--- config.mk ---
export PLATFORM = sky130hd
export DESIGN_NAME = rxdr_ring_writer
export DESIGN_NICKNAME = d
export VERILOG_FILES = /design/src/rtl/rxdr_pkg.sv /design/src/rtl/rxdr_fcs_strip.sv /design/src/rtl/rxdr_word_pack.sv /design/src/rtl/rxdr_ring_ptr.sv /design/src/rtl/rxdr_ring_writer.sv
export SDC_FILE = /design/constraint.sdc
export NUM_CORES = 1
export LEC_CHECK = 0
export ABC_AREA = 1
export BUFFER_PORTS_ARGS = -buffer_cell sky130_fd_sc_hd__buf_2
export CORE_AREA = 2 2 147 163
export DETAILED_ROUTE_END_ITERATION = 10
export DIE_AREA = 0 0 149 165
export GPL_TIMING_DRIVEN = 0
export MAX_ROUTING_LAYER = met4
export PLACE_DENSITY = 0.72
export RECOVER_POWER = 50
export SKIP_LAST_GASP = 1
export SLEW_MARGIN = 20
export SYNTH_ARGS = -nofsm -noshare
export SYNTH_HDL_FRONTEND = slang
export SYNTH_HIERARCHICAL = 1
export SYNTH_SLANG_ARGS = --single-unit
--- constraint.sdc ---
create_clock -name clk -period 6.35 [get_ports clk]
set_clock_uncertainty 0.1 [all_clocks]
set_input_delay 0.3175 -clock clk [delete_from_list [all_inputs] [get_ports clk]]
set_output_delay 0.3175 -clock clk [all_outputs]
set_load 0.01 [all_outputs]
--- src/rtl/rxdr_pkg.sv ---
package rxdr_pkg;

    typedef enum logic [2:0] {
        S_IDLE,
        S_FETCH,
        S_CHECK,
        S_FILL,
        S_STAT,
        S_OWN,
        S_DROP
    } rx_state_e;

    // descriptor layout that software decodes
    localparam int OWN_BIT    = 0;
    localparam int WRAP_BIT   = 1;
    localparam int SOF_BIT    = 14;
    localparam int EOF_BIT    = 15;
    localparam int DESC_BYTES = 8;
    localparam int STAT_OFS   = 4;

endpackage

--- src/rtl/rxdr_fcs_strip.sv ---
// Holds back the trailing HOLD bytes of each frame when enabled.
module rxdr_fcs_strip #(
    parameter int HOLD = 4
) (
    input  logic       clk,
    input  logic       rst_n,
    input  logic       flush,
    input  logic       enable,
    input  logic       in_valid,
    input  logic [7:0] in_data,
    input  logic       in_last,
    output logic       in_ready,
    output logic       out_valid,
    output logic [7:0] out_data,
    output logic       out_last,
    input  logic       out_ready
);
    localparam int CW = $clog2(HOLD + 1);

    logic [7:0]    hold_q [HOLD];
    logic [CW-1:0] cnt_q;
    logic          full;
    logic          filling;
    logic          take;

    assign full      = (cnt_q == CW'(HOLD));
    assign filling   = enable && !full;
    assign out_valid = in_valid && (!enable || full);
    assign out_data  = enable ? hold_q[0] : in_data;
    assign out_last  = in_last;
    assign in_ready  = filling ? 1'b1 : out_ready;
    assign take      = in_valid && in_ready;

    always_ff @(posedge clk or negedge rst_n) begin
        if (!rst_n) begin
            cnt_q <= '0;
        end else if (flush) begin
            cnt_q <= '0;
        end else if (take) begin
            if (in_last)      cnt_q <= '0;
            else if (filling) cnt_q <= cnt_q + 1'b1;
        end
    end

    for (genvar i = 0; i < HOLD; i++) begin : g_lane
        logic [7:0] shift_in;
        if (i == HOLD - 1) begin : g_tail
            assign shift_in = in_data;
        end else begin : g_body
            assign shift_in = hold_q[i+1];
        end
        always_ff @(posedge clk) begin
            if (take && enable) begin
                if (full)                   hold_q[i] <= shift_in;
                else if (cnt_q == CW'(i))   hold_q[i] <= in_data;
            end
        end
    end

endmodule

--- src/rtl/rxdr_word_pack.sv ---
// Gathers bytes into a memory word; lanes above the current one read as zero.
module rxdr_word_pack #(
    parameter int LANES = 4,
    localparam int LW   = $clog2(LANES)
) (
    input  logic               clk,
    input  logic               take,
    input  logic [LW-1:0]      lane,
    input  logic [7:0]         in_byte,
    output logic [8*LANES-1:0] word
);
    for (genvar i = 0; i < LANES; i++) begin : g_lane
        logic [7:0] byte_q;
        always_ff @(posedge clk) begin
            if (take && lane == LW'(i)) byte_q <= in_byte;
        end
        assign word[8*i +: 8] = (lane == LW'(i)) ? in_byte :
                                (LW'(i) < lane)  ? byte_q  : 8'h00;
    end
endmodule

--- src/rtl/rxdr_ring_ptr.sv ---
// Current descriptor position within the ring.
module rxdr_ring_ptr #(
    parameter int AW   = 32,
    parameter int STEP = 8
) (
    input  logic          clk,
    input  logic          rst_n,
    input  logic          load,
    input  logic          advance,
    input  logic          wrap,
    input  logic [AW-1:0] base,
    output logic [AW-1:0] ptr
);
    always_ff @(posedge clk or negedge rst_n) begin
        if (!rst_n)       ptr <= '0;
        else if (load)    ptr <= base;
        else if (advance) ptr <= wrap ? base : ptr + AW'(STEP);
    end
endmodule

--- src/rtl/rxdr_ring_writer.sv ---
module rxdr_ring_writer
    import rxdr_pkg::*;
#(
    parameter int BUF_BYTES = 128,
    parameter int LEN_W     = 11,
    parameter int FCS_BYTES = 4,
    parameter int AW        = 32
) (
    input  logic          clk,
    input  logic          rst_n,
    input  logic          rx_enable,
    input  logic          discard_fcs,
    input  logic [AW-1:0] queue_base,
    input  logic          in_valid,
    input  logic [7:0]    in_data,
    input  logic          in_last,
    output logic          in_ready,
    output logic          mem_req,
    output logic          mem_we,
    output logic [AW-1:0] mem_addr,
    output logic [31:0]   mem_wdata,
    input  logic [31:0]   mem_rdata,
    output logic          frame_done,
    output logic          buf_unavail
);
    localparam int DW     = 32;
    localparam int LANES  = DW / 8;
    localparam int LANE_W = $clog2(LANES);
    localparam int CNT_W  = $clog2(BUF_BYTES);

    rx_state_e state_q, state_d;

    logic             s_valid, s_last, s_ready;
    logic [7:0]       s_data;
    logic [AW-3:0]    buf_base_q;
    logic             wrap_q, sof_q, eof_q;
    logic [CNT_W-1:0] cnt_q;
    logic [LEN_W-1:0] len_q;
    logic             done_q, bna_q;
    logic [AW-1:0]    ptr;
    logic [DW-1:0]    pack_word;
    logic [DW-1:0]    status_word;
    logic             owned, at_end, byte_take, word_flush, drop_now;

    rxdr_fcs_strip #(.HOLD(FCS_BYTES)) u_strip (
        .clk      (clk),
        .rst_n    (rst_n),
        .flush    (!rx_enable),
        .enable   (discard_fcs),
        .in_valid (in_valid),
        .in_data  (in_data),
        .in_last  (in_last),
        .in_ready (in_ready),
        .out_valid(s_valid),
        .out_data (s_data),
        .out_last (s_last),
        .out_ready(s_ready)
    );

    rxdr_word_pack #(.LANES(LANES)) u_pack (
        .clk    (clk),
        .take   (byte_take),
        .lane   (cnt_q[LANE_W-1:0]),
        .in_byte(s_data),
        .word   (pack_word)
    );

    rxdr_ring_ptr #(.AW(AW), .STEP(DESC_BYTES)) u_ptr (
        .clk    (clk),
        .rst_n  (rst_n),
        .load   (!rx_enable),
        .advance(state_q == S_OWN),
        .wrap   (wrap_q),
        .base   (queue_base),
        .ptr    (ptr)
    );

    assign owned      = mem_rdata[OWN_BIT];
    assign at_end     = (cnt_q == CNT_W'(BUF_BYTES - 1));
    assign byte_take  = (state_q == S_FILL) && s_valid;
    assign word_flush = byte_take && (cnt_q[LANE_W-1:0] == LANE_W'(LANES - 1) || s_last || at_end);
    assign drop_now   = owned && (s_valid || !sof_q);

    always_comb begin
        status_word          = '0;
        status_word[EOF_BIT] = eof_q;
        status_word[SOF_BIT] = sof_q;
        if (eof_q) status_word[LEN_W-1:0] = len_q;
    end

    // state register
    always_ff @(posedge clk or negedge rst_n) begin
        if (!rst_n) state_q <= S_IDLE;
        else        state_q <= state_d;
    end

    // next state
    always_comb begin
        state_d = state_q;
        unique case (state_q)
            S_IDLE:  if (rx_enable) state_d = S_FETCH;
            S_FETCH: state_d = S_CHECK;
            S_CHECK: begin
                if (!owned)        state_d = S_FILL;
                else if (drop_now) state_d = S_DROP;
                else               state_d = S_FETCH;
            end
            S_FILL:  if (byte_take && (s_last || at_end)) state_d = S_STAT;
            S_STAT:  state_d = S_OWN;
            S_OWN:   state_d = S_FETCH;
            S_DROP:  if (s_valid && s_last) state_d = S_FETCH;
            default: state_d = S_IDLE;
        endcase
        if (!rx_enable) state_d = S_IDLE;
    end

    // outputs
    always_comb begin
        mem_req   = 1'b0;
        mem_we    = 1'b0;
        mem_addr  = ptr;
        mem_wdata = '0;
        s_ready   = 1'b0;
        unique case (state_q)
            S_IDLE:  s_ready = 1'b1;
            S_FETCH: mem_req = 1'b1;
            S_CHECK: ;
            S_FILL: begin
                s_ready   = 1'b1;
                mem_req   = word_flush;
                mem_we    = word_flush;
                mem_addr  = {buf_base_q, 2'b00} + AW'({cnt_q[CNT_W-1:LANE_W], {LANE_W{1'b0}}});
                mem_wdata = pack_word;
            end
            S_STAT: begin
                mem_req   = 1'b1;
                mem_we    = 1'b1;
                mem_addr  = ptr + AW'(STAT_OFS);
                mem_wdata = status_word;
            end
            S_OWN: begin
                mem_req   = 1'b1;
                mem_we    = 1'b1;
                mem_wdata = {buf_base_q, wrap_q, 1'b1};
            end
            S_DROP:  s_ready = 1'b1;
            default: ;
        endcase
    end

    // datapath registers
    always_ff @(posedge clk or negedge rst_n) begin
        if (!rst_n) begin
            buf_base_q <= '0;
            wrap_q     <= 1'b0;
            cnt_q      <= '0;
            len_q      <= '0;
            sof_q      <= 1'b1;
            eof_q      <= 1'b0;
            done_q     <= 1'b0;
            bna_q      <= 1'b0;
        end else begin
            done_q <= rx_enable && (state_q == S_OWN) && eof_q;
            bna_q  <= rx_enable && (state_q == S_CHECK) && drop_now;
            if (!rx_enable) begin
                sof_q <= 1'b1;
                len_q <= '0;
                cnt_q <= '0;
            end else begin
                unique case (state_q)
                    S_CHECK: if (!owned) begin
                        buf_base_q <= mem_rdata[AW-1:2];
                        wrap_q     <= mem_rdata[WRAP_BIT];
                        cnt_q      <= '0;
                        eof_q      <= 1'b0;
                    end
                    S_FILL: if (byte_take) begin
                        cnt_q <= cnt_q + 1'b1;
                        len_q <= len_q + 1'b1;
                        eof_q <= s_last;
                    end
                    S_OWN: begin
                        sof_q <= eof_q;
                        if (eof_q) len_q <= '0;
                    end
                    S_DROP: if (s_valid && s_last) begin
                        sof_q <= 1'b1;
                        len_q <= '0;
                    end
                    default: ;
                endcase
            end
        end
    end

    assign frame_done  = done_q;
    assign buf_unavail = bna_q;

endmodule

# --- Word level (Yosys, flattened, before mapping) ---
# Memories as Yosys holds them, arrays and structs flattened.
# Index checks and enable logic that the tools add are counted.
word_totals:
  register_bits: 123
  mem_bits_rw: 32
  inputBits: 78
  output_inout_bits: 69
  word_cells: 165
  memories: 1
op_classes:
  addsub: 6
  magnitude_cmp: 4
  n_eq_ne: 27
  mux: 67
  n_bitwise: 5
  reduce_logical: 40
mem_list:
  columns: ["name", "depth", "word_bits", "rd", "rd_ports_with_merged_regs", "wr", "line_no", "rtl"]
  rows:
  - ["u_strip.hold_q", 4, 8, 4, 0, 4, "rxdr_fcs_strip.sv:20", "logic [7:0] hold_q [HOLD];"]
ops:
  columns: ["operator", "n"]
  rows:
  - ["8-bit two-way mux", 13]
  - ["32-bit two-way mux", 3]
  - ["32-bit case mux with 3 select lines", 1]
  - ["32-bit case mux with 2 select lines", 1]
  - ["11-bit two-way mux", 5]
  - ["11-bit case mux with 3 select lines", 1]
  - ["32-bit by 3-bit adder with 32-bit output, second input constant", 1]
  - ["32-bit by 4-bit adder with 32-bit output, second input constant", 1]
  - ["32-bit by 7-bit adder with 32-bit output", 1]
  - ["3-bit two-way mux", 9]
  - ["1-bit two-way mux", 25]
  - ["7-bit two-way mux", 3]
  - ["3-bit case mux with 6 select lines", 1]
  - ["1-bit logical AND", 17]
  - ["7-bit case mux with 2 select lines", 1]
  - ["3-bit by 2-bit equality test with 1-bit output, second input constant", 4]
  - ["3-bit equality test, second input constant", 4]
  - ["3-bit != test, second input constant", 4]
  - ["11-bit by 1-bit adder with 11-bit output, second input constant", 1]
  - ["3-bit by 1-bit != test with 1-bit output, second input constant", 3]
  - ["1-bit case mux with 2 select lines", 4]
  - ["4-bit AND reduction", 2]
  - ["7-bit by 1-bit adder with 7-bit output, second input constant", 1]
  - ["7-bit equality test, second input constant", 1]
  - ["21 further kinds", 42]

# --- Longest topological paths before layout ---
logic_depth:
  depth_word: 9
  ltp_mapped: 13
  depth_no_buf: 13

# --- Modules after synthesis ---
# Netlist, hierarchy kept.
modules_own_cells:
  columns: ["mod", "instances", "cells_per_inst", "area_each_um2", "seq_area_each_um2"]
  rows:
  - ["rxdr_ring_writer", 1, 877, 5427.7, 1402.6]
  - ["rxdr_ring_ptr", 1, 370, 2384.8, 800.8]
  - ["rxdr_fcs_strip", 1, 187, 1819.2, 1036.0]
  - ["rxdr_word_pack", 1, 127, 1208.7, 720.7]

# --- Least setup slack after synthesis ---
# Ideal clock, no wire load.
synth_path:
  path_kind: "register -> register"
  startpoint: "register u_strip.cnt_q[0]"
  endpoint: "register u_pack.g_lane[0].byte_q[0] (enable)"
  setup_time_ps: 383
  arrival_ps: 2039
  required_ps: 5867
  path_slack_ps: 3828
  path_stages_with_launch: 9
  cell_sequence: "dfrtp_1 -> inv_1 -> ha_1 -> nand2_4 -> a21boi_0 -> inv_1 -> nor2_4 -> inv_1 -> nor3_1"
synth_between:
  elab_chain_cells: 5
synth_lines:
  columns: ["element", "line_no", "rtl"]
  rows:
  - ["from (decl)", "rxdr_fcs_strip.sv:21", "logic [CW-1:0] cnt_q;"]
  - ["from (signal assigned)", "rxdr_fcs_strip.sv:41", "else if (filling) cnt_q <= cnt_q + 1'b1;"]
  - ["3-bit equality test", "rxdr_fcs_strip.sv:26", "assign full = (cnt_q == CW'(HOLD));"]
  - ["1-bit logical OR", "rxdr_fcs_strip.sv:28", "assign out_valid = in_valid && (!enable || full);"]
  - ["1-bit logical AND", "rxdr_fcs_strip.sv:28", null]
  - ["via s_valid", "rxdr_ring_writer.sv:33", "logic s_valid, s_last, s_ready;"]
  - ["1-bit logical AND", "rxdr_ring_writer.sv:80", "assign byte_take = (state_q == S_FILL) && s_valid;"]
  - ["via byte_take", "rxdr_ring_writer.sv:43", "logic owned, at_end, byte_take, word_flush, drop_now;"]
  - ["1-bit logical AND", "rxdr_word_pack.sv:15", "if (take && lane == LW'(i)) byte_q <= in_byte;"]
  - ["to (signal assigned)", "rxdr_word_pack.sv:15", null]
  - ["to (decl)", "rxdr_word_pack.sv:13", "logic [7:0] byte_q;"]
# The timed path passes the listed nets, and every way through them passes these cells.
# A chain may end at the register's enable or synchronous reset.

==> impl_results.md <==
* Static Leakage at 5.86 nW
* Min-Delay Path Class: in -> reg
* Post-DP HPWL at 27.1 mm
* Highest-count cells in the layout ignoring fill and taps: 544 x nand2_1, 182 x nand3_1, 177 x nor2_1, 153 x buf_2, 132 x inv_1
* Ys flop type: dfrtp_1
* Avg Vias per Cell at 5.53
* Largest net degree at the start of global routing at 60
* Die footprint at 24600 sq um
* Final antenna-violating net count at 0
* Post-Syn Area at 10800 sq um
* DRT iter0 DRCs at 1067
* Cells after synthesis at 1561
* Post-synthesis sequential area ratio at 36.5%
* Max frequency at 261 MHz
* Starting Density at 47.6%
* IO Port Bufs at 145
* Status: finished, violations left
* Largest family of logic cells by synthesized area: simple AND/OR/NAND/NOR gates
* Compound-gate portion of the synthesized area at 9.06%
* Mux cell area share after synthesis at 1.07%
* WL final at 34.9 mm
* Failing checks: max-capacitance violations, max-slew violations
* Post-synthesis cell type count at 56
* Synth Area in Adders at 1.80%
* Post CTS Setup Buffer Count at 0
* Height of the die at 165 microns
* Synth-to-Final Area Change at 14.6%
* CTS tree: yes
* Core area at 22800 sq um
* Synth Register Bits at 147
* Routed len/inst at 17.1 microns
* CP Data Arrival Time at 3.84 ns
* PwrDens at 317 nW/um^2
* H-tree lvl count at 4
* Multi-input logic area at 5870 sq um
* Die width at 149 microns
* Sequential standard cell area at 3960 sq um
* Post-layout minimum cycle time at 3.83 ns
* Dpl cells at 2007
* Pwr Total at 0.00394 W
* CTS root buf: clkbuf_16
* Avg Cell Area, Syn at 6.94 sq um
* Non-filler cells, final at 2042
* Grt ovf at 0
* Final Max Slew Viols at 33
* Commonest non-fill, non-tap cell in the layout: nand2_1
* Worst-margin pin slew at 2.00 ns
* Ant. Diodes at 0
* Ports at 147
* Clock latency on the worst-skew pair at 0.44 ns
* Xor/xnor cell area share of the yosys netlist at 0.646%
* Vias in the first global route at 10300
* DRC Markers at 0
* Asr flop ratio synth at 61.9%
* CP max FO at 10
* Synth Net Count at 1654
* Worst slack, placed at 3.15 ns
* First-pass GRT wire length at 54.9 mm
* Final Wtd Congestion at 0.959
* Max Cap Viol at 1
* Ys Warns at 6
* CP required at 6.36 ns
* Post-synth EDFFs at 56
* Share of layout cells above drive strength 1 at 16.4%
* Worst slew margin at -33.5%
* Hold Vio Cnt, Final at 0
* Row cnt at 58
* Final worst path period share at 60.3%
* Startpoint types: register
* VDD IR max at 196 uV
* Hold Crit Start: queue_base[2]
* Total negative slack at 0 ns
* Final worst slack at 2.52 ns
* Clock Sink Count at 147
* FILL cells at 2287
* Reg2reg start: state_q[2]
* Clk buf depth at 2
* Crit Path Class: reg -> reg
* CTS Buf Count at 17
* Synth Area in Simple Gates at 42.6%
* Setup crit end kind: register
* Setup-failing EPs final at 0
* Initial antenna violation count at 0
* Via count at 11300
* Layout net count at 1822
* Clock Pin Slew Worst Setup and Hold Paths at 0.07 ns
* Final Util at 54.5%
* Total GRT Usage at 29.7%
* Unrepaired setup endpoints after global routing: no
* Detailed Routing Iterations Pass 1 at 6
* Crit path from: state_q[2]
layout make-up:
| class | count | share of cell area (%) |
|---|---|---|
| multi-input combinational | 1218 | 47.2 |
| sequential | 147 | 31.9 |
| timing repair buffer | 149 | 6.19 |
| inverter | 151 | 4.60 |
| clock buffer | 17 | 3.42 |
| tap | 300 | 3.02 |
| buffer | 45 | 2.16 |
| clock inverter | 15 | 1.48 |
cell families (layout without fill, tap and decap cells):
logic type      Yosys count  after routing
simple gates           1016           1016
buf+inv                 196            377
compound gates          170            170
flops                   147            147
fa+ha+maj                15             15
mux                       9              9
xor+xnor                  8              8
state kept, by name, summed over array words and instances (netlist names):
name / cells
wrap_q: 1
buf_base_q: 30
frame_done: 1
len_q: 11
eof_q: 1
u_pack/g_lane.byte_q: 24
u_strip/hold_q: 32
state_q: 3
cnt_q: 7
sof_q: 1
u_strip/cnt_q: 3
u_ptr/ptr: 32
buf_unavail: 1
worst paths after layout:
path / slack (ns) / cells after the start / endpoint
max: 2.52 / 12 / u_strip/hold_q[3][7]
min: 0.005 / 3 / u_ptr/ptr[2]
max reg2reg: 2.52 / 12 / u_strip/hold_q[3][7]
min reg2reg: 0.38 / 2 / u_ptr/ptr[0]
max in group asynchronous: 4.10 / 2 / buf_base_q[11]
min in group asynchronous: 0.88 / 2 / u_ptr/ptr[30]
routing by layer:
| layer | up-vias | share of wire, % | global-route usage, % |
|---|---|---|---|
| li1 | 5458 | - | - |
| met1 | 5265 | 42 | 39.0 |
| met2 | 512 | 47 | 47.2 |
| met3 | 63 | 7.3 | 4.34 |
| met4 | 0 | 3.2 | 10.5 |
| met5 | - | 0 | - |
critical path: stages (launching register included):
cell and delay [ns]:
dfrtp_1 0.43, clkinvlp_2 0.21, nand3_1 0.18, clkbuf_1 0.35, clkbuf_1 0.36, o211ai_1 0.19
inv_1 0.09, nand2_1 0.23, nand2_1 0.11, nor2_1 0.42, clkbuf_1 0.47, nand2_1 0.09
nand2_1 0.27
through the flow:
| stage | hold WS, ns | instance area (sq um) |
|---|---|---|
| after detailed placement | 0.127 | 12000 |
| after global routing | 0.00775 | 12400 |
| after CTS | 0.00144 | 12600 |
| after floorplan | -0.0781 | 10800 |
| final | 0.00534 | 12400 |
| after global placement | 0.366 | 11900 |
Yosys cell counts (all sizes together) (2+ instances only):
master | count | area share, %
nand2 | 564 | 21
nor2 | 204 | 9.0
nand3 | 187 | 9.3
inv | 150 | 5.3
dfrtp | 90 | 21
o21ai | 89 | 4.2
edfxtp | 56 | 16
a21oi | 39 | 1.8
buf | 39 | 2.8
nand4 | 29 | 1.8
nor3 | 17 | 0.83
o211ai | 16 | 1.1
ha | 14 | 1.6
a22oi | 9 | 0.62
mux2 | 9 | 1.1
clkbuf | 6 | 0.21
nand3b | 5 | 0.38
o221ai | 5 | 0.40
xor2 | 5 | 0.40
or2 | 4 | 0.23
and2 | 3 | 0.17
nor3b | 3 | 0.21
o22ai | 3 | 0.23
xnor2 | 3 | 0.24
a31oi | 2 | 0.12
o21a | 2 | 0.14
o21bai | 2 | 0.17
repair_timing:
| action | CTS | global route |
|---|---|---|
| hold endpoints to repair | 34 | 0 |
| resized for setup | 0 | 0 |
| hold buffers | 3 | 0 |
where the power goes:
| group | total, W | internal, W | switching, W |
|---|---|---|---|
| logic | 0.00143 | 0.000475 | 0.000959 |
| registers | 0.00146 | 0.00116 | 0.000300 |
| clock network | 0.00104 | 0.000539 | 0.000505 |
No activity file was read; power rests on OpenSTA's default activity.
